<file path="config.mk">
export PLATFORM = sky130hd
export DESIGN_NAME = scsi_irq_cause
export DESIGN_NICKNAME = d
export VERILOG_FILES = /design/src/rtl/scsi_icr_pkg.sv /design/src/rtl/icr_event_map.sv /design/src/rtl/icr_cause_reg.sv /design/src/rtl/icr_clr_pulse.sv /design/src/rtl/scsi_irq_cause.sv
export SDC_FILE = /design/constraint.sdc
export NUM_CORES = 1
export LEC_CHECK = 0
export ABC_AREA = 1
export BUFFER_PORTS_ARGS = -buffer_cell sky130_fd_sc_hd__buf_2
export CORE_AREA = 2 2 39 41
export CTS_CLUSTER_DIAMETER = 150
export DETAILED_ROUTE_END_ITERATION = 12
export DIE_AREA = 0 0 41 43
export HOLD_SLACK_MARGIN = 0.06
export PLACE_DENSITY = 0.82
export SYNTH_ARGS = -nofsm -noshare
export SYNTH_HDL_FRONTEND = slang
export SYNTH_SLANG_ARGS = --single-unit
</file>
<file path="constraint.sdc">
create_clock -name clk_i -period 2.68 [get_ports clk_i]
set_input_delay 0.402 -clock clk_i [delete_from_list [all_inputs] [get_ports clk_i]]
set_output_delay 0.402 -clock clk_i [all_outputs]
set_load 0.01 [all_outputs]
</file>
<file path="src/rtl/scsi_icr_pkg.sv">
package scsi_icr_pkg;
  localparam int unsigned CAUSE_W = 8;
  localparam int unsigned ROLE_W  = 2;

  typedef enum logic [ROLE_W-1:0] {
    ROLE_DISC = 2'b00,
    ROLE_INIT = 2'b01,
    ROLE_TGT  = 2'b10
  } role_e;

  // bit positions are decoded by host software
  localparam int unsigned B_BUSRST = 7;
  localparam int unsigned B_BADCMD = 6;
  localparam int unsigned B_DISC   = 5;
  localparam int unsigned B_SVCREQ = 4;
  localparam int unsigned B_DONE   = 3;
  localparam int unsigned B_RESEL  = 2;
  localparam int unsigned B_SELATN = 1;
  localparam int unsigned B_SEL    = 0;
endpackage

</file>
<file path="src/rtl/icr_event_map.sv">
module icr_event_map
  import scsi_icr_pkg::*;
(
  input  logic               clk_i,
  input  logic               rst_ni,
  input  logic [ROLE_W-1:0]  role_i,
  input  logic               rst_rpt_off_i,
  input  logic               bus_rst_i,
  input  logic               cmd_valid_i,
  input  logic               cmd_illegal_i,
  input  logic [ROLE_W-1:0]  cmd_role_i,
  input  logic               tgt_end_i,
  input  logic               tgt_atn_i,
  input  logic               tgt_done_i,
  input  logic               ini_free_i,
  input  logic               ini_tmo_i,
  input  logic               ini_phase_i,
  input  logic               ini_sel_ok_i,
  input  logic               ini_cmd_ok_i,
  input  logic               ini_msgin_i,
  input  logic               sel_end_i,
  input  logic               sel_atn_i,
  input  logic               resel_end_i,
  output logic [CAUSE_W-1:0] set_o
);
  logic is_tgt, is_ini;

  assign is_tgt = (role_i == ROLE_TGT);
  assign is_ini = (role_i == ROLE_INIT);

  always_comb begin
    set_o           = '0;
    set_o[B_BUSRST] = bus_rst_i & ~rst_rpt_off_i;
    set_o[B_BADCMD] = cmd_valid_i & (cmd_illegal_i | (cmd_role_i != role_i));
    set_o[B_DISC]   = (is_tgt & tgt_end_i) | (is_ini & (ini_free_i | ini_tmo_i));
    set_o[B_SVCREQ] = (is_tgt & tgt_atn_i) | (is_ini & ini_phase_i);
    set_o[B_DONE]   = (is_tgt & tgt_done_i)
                    | (is_ini & (ini_sel_ok_i | ini_cmd_ok_i | ini_msgin_i));
    set_o[B_RESEL]  = resel_end_i;
    set_o[B_SELATN] = sel_end_i & sel_atn_i;
    set_o[B_SEL]    = sel_end_i & ~sel_atn_i;
  end

  a_r2_rst_report_gate: assert property (@(posedge clk_i) disable iff (!rst_ni)
    rst_rpt_off_i |-> !set_o[B_BUSRST]);

  a_r4_disc_role_gate: assert property (@(posedge clk_i) disable iff (!rst_ni)
    (role_i == ROLE_DISC) |-> (set_o[B_DISC:B_DONE] == '0));
endmodule

</file>
<file path="src/rtl/icr_cause_reg.sv">
module icr_cause_reg
  import scsi_icr_pkg::*;
(
  input  logic               clk_i,
  input  logic               rst_ni,
  input  logic               sync_clr_i,
  input  logic               rd_i,
  input  logic [CAUSE_W-1:0] set_i,
  output logic [CAUSE_W-1:0] cause_o,
  output logic               irq_o
);
  logic [CAUSE_W-1:0] cause_q, cause_d;
  logic               irq_q;

  // a read keeps only the events that arrive in the read cycle
  always_comb begin
    if (sync_clr_i)  cause_d = '0;
    else if (rd_i)   cause_d = set_i;
    else             cause_d = cause_q | set_i;
  end

  always_ff @(posedge clk_i or negedge rst_ni) begin
    if (!rst_ni) begin
      cause_q <= '0;
      irq_q   <= 1'b0;
    end else begin
      cause_q <= cause_d;
      irq_q   <= |cause_d;
    end
  end

  assign cause_o = cause_q;
  assign irq_o   = irq_q;

  a_r8_sticky: assert property (@(posedge clk_i) disable iff (!rst_ni)
    (!rd_i && !sync_clr_i) |=> ((cause_q & $past(cause_q)) == $past(cause_q)));

  a_r10_read_clears: assert property (@(posedge clk_i) disable iff (!rst_ni)
    (rd_i && !sync_clr_i) |=> (cause_q == $past(set_i)));

  a_r1_sync_clear: assert property (@(posedge clk_i) disable iff (!rst_ni)
    sync_clr_i |=> (cause_q == '0 && !irq_o));

  a_r9_irq_tracks: assert property (@(posedge clk_i) disable iff (!rst_ni)
    irq_o == (cause_q != '0));
endmodule

</file>
<file path="src/rtl/icr_clr_pulse.sv">
module icr_clr_pulse #(
  parameter int unsigned LATENCY = 1,
  parameter int unsigned N_CLR   = 2
) (
  input  logic             clk_i,
  input  logic             rst_ni,
  input  logic             rd_i,
  output logic [N_CLR-1:0] clr_o
);
  logic pulse;

  generate
    if (LATENCY == 0) begin : g_comb
      assign pulse = rd_i;
    end else begin : g_reg
      logic pulse_q;
      always_ff @(posedge clk_i or negedge rst_ni) begin
        if (!rst_ni) pulse_q <= 1'b0;
        else         pulse_q <= rd_i;
      end
      assign pulse = pulse_q;

      a_r11_clr_follows_read: assert property (@(posedge clk_i) disable iff (!rst_ni)
        rd_i |=> (clr_o == {N_CLR{1'b1}}));
      a_r11_clr_single: assert property (@(posedge clk_i) disable iff (!rst_ni)
        !rd_i |=> (clr_o == '0));
    end
  endgenerate

  assign clr_o = {N_CLR{pulse}};
endmodule

</file>
<file path="src/rtl/scsi_irq_cause.sv">
module scsi_irq_cause
  import scsi_icr_pkg::*;
#(
  parameter int unsigned CLR_LATENCY = 1
) (
  input  logic               clk_i,
  input  logic               rst_ni,
  input  logic               sync_clr_i,
  input  logic [ROLE_W-1:0]  role_i,
  input  logic               rst_rpt_off_i,
  input  logic               bus_rst_i,
  input  logic               cmd_valid_i,
  input  logic               cmd_illegal_i,
  input  logic [ROLE_W-1:0]  cmd_role_i,
  input  logic               tgt_end_i,
  input  logic               tgt_atn_i,
  input  logic               tgt_done_i,
  input  logic               ini_free_i,
  input  logic               ini_tmo_i,
  input  logic               ini_phase_i,
  input  logic               ini_sel_ok_i,
  input  logic               ini_cmd_ok_i,
  input  logic               ini_msgin_i,
  input  logic               sel_end_i,
  input  logic               sel_atn_i,
  input  logic               resel_end_i,
  input  logic               rd_i,
  output logic [CAUSE_W-1:0] cause_o,
  output logic               irq_o,
  output logic               stat_clr_o,
  output logic               seq_clr_o
);
  localparam int unsigned N_CLR = 2;

  logic [CAUSE_W-1:0] set_vec;
  logic [N_CLR-1:0]   clr_vec;

  icr_event_map u_map (
    .clk_i, .rst_ni, .role_i, .rst_rpt_off_i, .bus_rst_i,
    .cmd_valid_i, .cmd_illegal_i, .cmd_role_i,
    .tgt_end_i, .tgt_atn_i, .tgt_done_i,
    .ini_free_i, .ini_tmo_i, .ini_phase_i, .ini_sel_ok_i, .ini_cmd_ok_i, .ini_msgin_i,
    .sel_end_i, .sel_atn_i, .resel_end_i,
    .set_o (set_vec)
  );

  icr_cause_reg u_reg (
    .clk_i, .rst_ni, .sync_clr_i, .rd_i,
    .set_i   (set_vec),
    .cause_o (cause_o),
    .irq_o   (irq_o)
  );

  icr_clr_pulse #(.LATENCY(CLR_LATENCY), .N_CLR(N_CLR)) u_clr (
    .clk_i, .rst_ni, .rd_i,
    .clr_o (clr_vec)
  );

  assign stat_clr_o = clr_vec[0];
  assign seq_clr_o  = clr_vec[1];
endmodule

</file>
Yosys cells after proc, flatten, opt, wreduce, memory -nomap -nowiden:

Cells that the tools add are included.

* equality and inequality tests: 3
* muxes and demuxes: 2
* bitwise logic cells: 20
* reductions and logical operators: 1

Operators with widths (number)
* 2-to-1 mux 8 bit: 2
* bitwise AND 1 bit: 10
* bitwise OR 8 bit: 1
* OR reduction 8 bit: 1
* bitwise OR 1 bit: 7
* equality test 2 x 1 -> 1 bit, second input constant: 1
* equality test 2 bit, second input constant: 1
* != test 2 bit: 1
* inverter 1 bit: 2

* flip-flop bits (word level): 10
* word-level logic and storage cells: 29

Longest topological paths before layout:

* word-level depth: 8
* mapped depth: 9
* gate-level depth less buffers: 9

Modules after synthesis:

A second synthesis with hierarchy kept.

* cells, all modules: 91
* area total of the unflattened synthesis: 576.8 um^2

By module, submodules not included
* icr_cause_reg: instances 1, cells each 58, area an instance 409.1 um^2, seq. area each 225.2 um^2
* icr_event_map: instances 1, cells each 30, area an instance 127.6 um^2, seq. area each 0.0 um^2
* icr_clr_pulse: instances 1, cells each 3, area an instance 40.0 um^2, seq. area each 25.0 um^2

Worst setup path before layout:

OpenSTA, ideal clock, no wires.

* path kind: in2reg
* start: input rd_i
* end: register u_reg.irq_q, in the netlist u_reg.irq_o
* data arrival time: 0.891 ns
* required time: 2.561 ns
* slack: 1.670 ns
* stages on the path: 9
* cells stage by stage: inv_2 nand2_1 nand2_1 nand2_1 nand2_1 nor2_1 nand2_1 nor2_1 nand2_1

* cells in the longest elaborated chain, start to end: 3

RTL lines
* start: declaration: RTL line scsi_irq_cause.sv:27 `input logic rd_i,`
* 2-to-1 mux 8 bit: RTL line icr_cause_reg.sv:18 `else if (rd_i) cause_d = set_i;`
* 2-to-1 mux 8 bit: RTL line icr_cause_reg.sv:17 `if (sync_clr_i) cause_d = '0;`
* OR reduction 8 bit: RTL line icr_cause_reg.sv:28 `irq_q <= |cause_d;`
* end signal: assignment: RTL line icr_cause_reg.sv:28
* end: declaration: RTL line icr_cause_reg.sv:13 `logic irq_q;`

No other way between the ends.

Worst setup path after layout:

* start: register u_reg.cause_q[4], in the netlist u_reg.cause_o[4]
* end: output cause_o[4]

RTL lines
* start: declaration: RTL line icr_cause_reg.sv:12 `logic [CAUSE_W-1:0] cause_q, cause_d;`
* start signal: assignment: RTL line icr_cause_reg.sv:27 `cause_q <= cause_d;`
* end: declaration: RTL line scsi_irq_cause.sv:28 `output logic [CAUSE_W-1:0] cause_o,`

No word-level cell between the ends.

==> run_results.csv <==
group,metric,value,unit
run_status,status,"finished clean",
grt,overflow,0,
yosys,avgSynthCellArea,6.542,um2
worst_setup_path,cp_slowest_cell,"dfrtp_1",
clock_network,tritoncts,"yes",
floorplanning,rows,14,
worst_setup_path,startpoint_type,"flop",
clock_network,htree_levels,1,
yosys,synth_area,543.0,um2
flow_run,drv_cap,0,
timing,fin_worst_skew,0.001024,ns
timing,rsz0062_at_grt,"false",
yosys,netlist_top_cells_count,"nand2_1, inv_1, dfrtp_1",
floorplanning,fp.dieW,41,um
final_layout,final_util,55.79,%
power_and_ir_drop,power_density,478.1,nW/um2
power_and_ir_drop,switching_share,25.23,%
timing,layout_worst_path_cycle_share,44.26,%
yosys,synth_cells,83,
worst_setup_path,cp.arrival,0.78,ns
worst_hold_path,holdPathStages,1,
placement,hpwl,948.5,um
drt,drt_iter0_markers,6,
grt,grt_pass1_vias,508,
final_layout,layout-drive-gt1-share,33.06,%
clock_network,cts.path.max_buffers,2,
worst_setup_path,r2r.worst_path.cells,8,
power_and_ir_drop,seq_power_share,44.6,%
yosys,synth-edff-count,0,
grt,grt_usage,14.96,%
yosys,synth_most_common_cell,"nand2_1",
floorplanning,dieArea,1763,um2
floorplanning,core_region_area,1384,um2
yosys,synth.area.top_cells,"dfrtp_1, nand2_1, inv_1, nand3_1, nor2_1",
worst_setup_path,crit_family,"flip-flops",
timing,min_period,1.186,ns
final_layout,area_growth,42.17,%
drt,viasPerCell,4.153,
clock_network,cts-resized-gates,0,
worst_hold_path,min_path_type,"input pin to flop",
drt,via_count,569,
yosys,syn_nets,107,
placement,port_buffers,34,
drt,routed_wl,1145,um
final_layout,diodes,0,
floorplanning,start_util,39.24,%
power_and_ir_drop,p_int,0.2760,mW
timing,setup_tns,0,ns
yosys,ys_warn_count,0,
power_and_ir_drop,p_clk_share,35.5,%
final_layout,final_nets,146,
clock_network,path_clk_slew,0.06,ns
yosys,synthArstFlopShare,100.0,%
worst_setup_path,crit_chain,"buf_2",
worst_setup_path,cp_data_required_time,2.28,ns
power_and_ir_drop,leakagePower,0.5524,nW
timing,worst_slew_pin_slew,0.2284,ns
drt,firstDrtPassIters,4,
timing,max_freq,843.1,MHz
grt,grt_antenna_before_repair,0,
drt,drc,0,
power_and_ir_drop,comb_power_share,19.9,%
yosys,synth_top_area_cell,"dfrtp_1",
power_and_ir_drop,vdd_drop_max,0.2460,mV
worst_setup_path,critical_path_class,"flop to output pin",
yosys,synth_top_cell_area_share,46.08,%
worst_setup_path,critPathMaxFanout,2,
yosys,ys_types,10,
drt,ant_nets,0,
grt,grt_max_degree,11,
timing,slew_viol_final,0,
floorplanning,ioPinCount,35,
worst_setup_path,cp_num_cells,1,
clock_network,numCtsBuffers,3,
worst_setup_path,cp-end-kind,"output pin",
timing,setup_viol,0,
clock_network,cts_root_buf,"clkbuf_4",
timing,hold_viol,0,
placement,place_congestion,0.7627,
grt,grt_pass1_wl,1787,um
drt,routedWlPerCell,8.358,um
yosys,ys.flop_type,"dfrtp_1",
clock_network,clk_latency,0.26,ns
yosys,ys_seq_elements,10,
worst_setup_path,critPathBufInv,1,
timing,slew_headroom,84.77,%
power_and_ir_drop,power_switching,0.09315,mW
clock_network,clock_sink_count,10,
worst_setup_path,max_stage_delay,0.39,ns
yosys,synth_seq_area_share,46.08,%
floorplanning,die_y,43,um
-- cells in the final DEF (no fill, tap or decap) --
cell type      instances
buf_2                 34
clkbuf_4               3
clkbuf_8               1
dfrtp_1               10
dlygate4sd3_1          1
inv_1                 20
inv_2                  1
nand2_1               39
nand3_1                6
nor2_1                 3
nor2_2                 1
o21ai_1                1
o21bai_1               1
-- cell type report --
type                            count  area [um2]
Inverter                           21       78.83
Multi-Input combinational cell     51       206.4
Timing Repair Buffer               35       180.2
Clock buffer                        4       36.28
Sequential cell                    10       250.2
Tap cell                           16       20.02
Fill cell                         145       611.8
-- flip-flops by register name, indices dropped and copies added (netlist names) --
| name | flops |
|---|---|
| u_reg.cause_o | 8 |
| u_clr.g_reg.pulse_q | 1 |
| u_reg.irq_o | 1 |
-- kinds of logic (layout without fill, tap and decap cells) --
group / after synthesis / in the layout / synth area share (%)
flops: 10 / 10 / 46.08
simple gates: 49 / 49 / 35.72
buf+inv: 22 / 60 / 15.90
compound gates: 2 / 2 / 2.304
-- power groups by stage --
| stage | Clock [mW] | Sequential (mW) | Combinational (mW) |
|---|---|---|---|
| 6_report | 0.131 | 0.165 | 0.0734 |
| 3_3_place_gp | 0 | 0.168 | 0.0713 |
| 3_5_place_dp | 0 | 0.168 | 0.0733 |
| 4_1_cts | 0.137 | 0.165 | 0.0745 |
| 5_1_grt | 0.144 | 0.166 | 0.0841 |
| 2_1_floorplan | 0 | 0.173 | 0.0321 |
-- per-stage QoR --
stage                     power, mW  cell area [um2]  hold WS (ns)  worst slack (ns)  std cells
after floorplan              0.2050            543.0        0.1064             1.670         83
after global placement       0.2389            725.7        0.2681             1.479        132
after detailed placement     0.2409            725.7        0.2723             1.460        132
after CTS                    0.3766            772.0        0.2646             1.478        137
after global routing         0.3942            772.0        0.2606             1.458        137
final                        0.3691            772.0        0.2776             1.494        137
-- repair_timing --
action | 4_1_cts | 5_1_grt
setup buffers | 0 | 0
hold endpoints to repair | 10 | 0
hold buffers | 1 | 0
-- worst paths after layout --
check,startpoint,endpoint,slack (ns)
hold / removal,rd_i,u_clr.g_reg.pulse_q,0.28
max in group asynchronous,rst_ni,u_reg.cause_o[3],1.95
setup reg to reg,u_reg.cause_o[2],u_reg.irq_o,1.68
hold reg to reg,u_reg.cause_o[1],u_reg.cause_o[1],0.58
min in group asynchronous,rst_ni,u_reg.cause_o[4],0.54
setup / recovery,u_reg.cause_o[4],cause_o[4],1.49
-- per-layer routing --
layer  part of all wire [%]  global-route usage, %  up-vias
li1                       -                      -      314
met1                     42                  17.53      232
met2                     50                  24.06       23
met3                    8.4                  3.141        0
met4                      0                  8.000        0
met5                      0                      0        -
No activity file was read; power rests on OpenSTA's default activity.
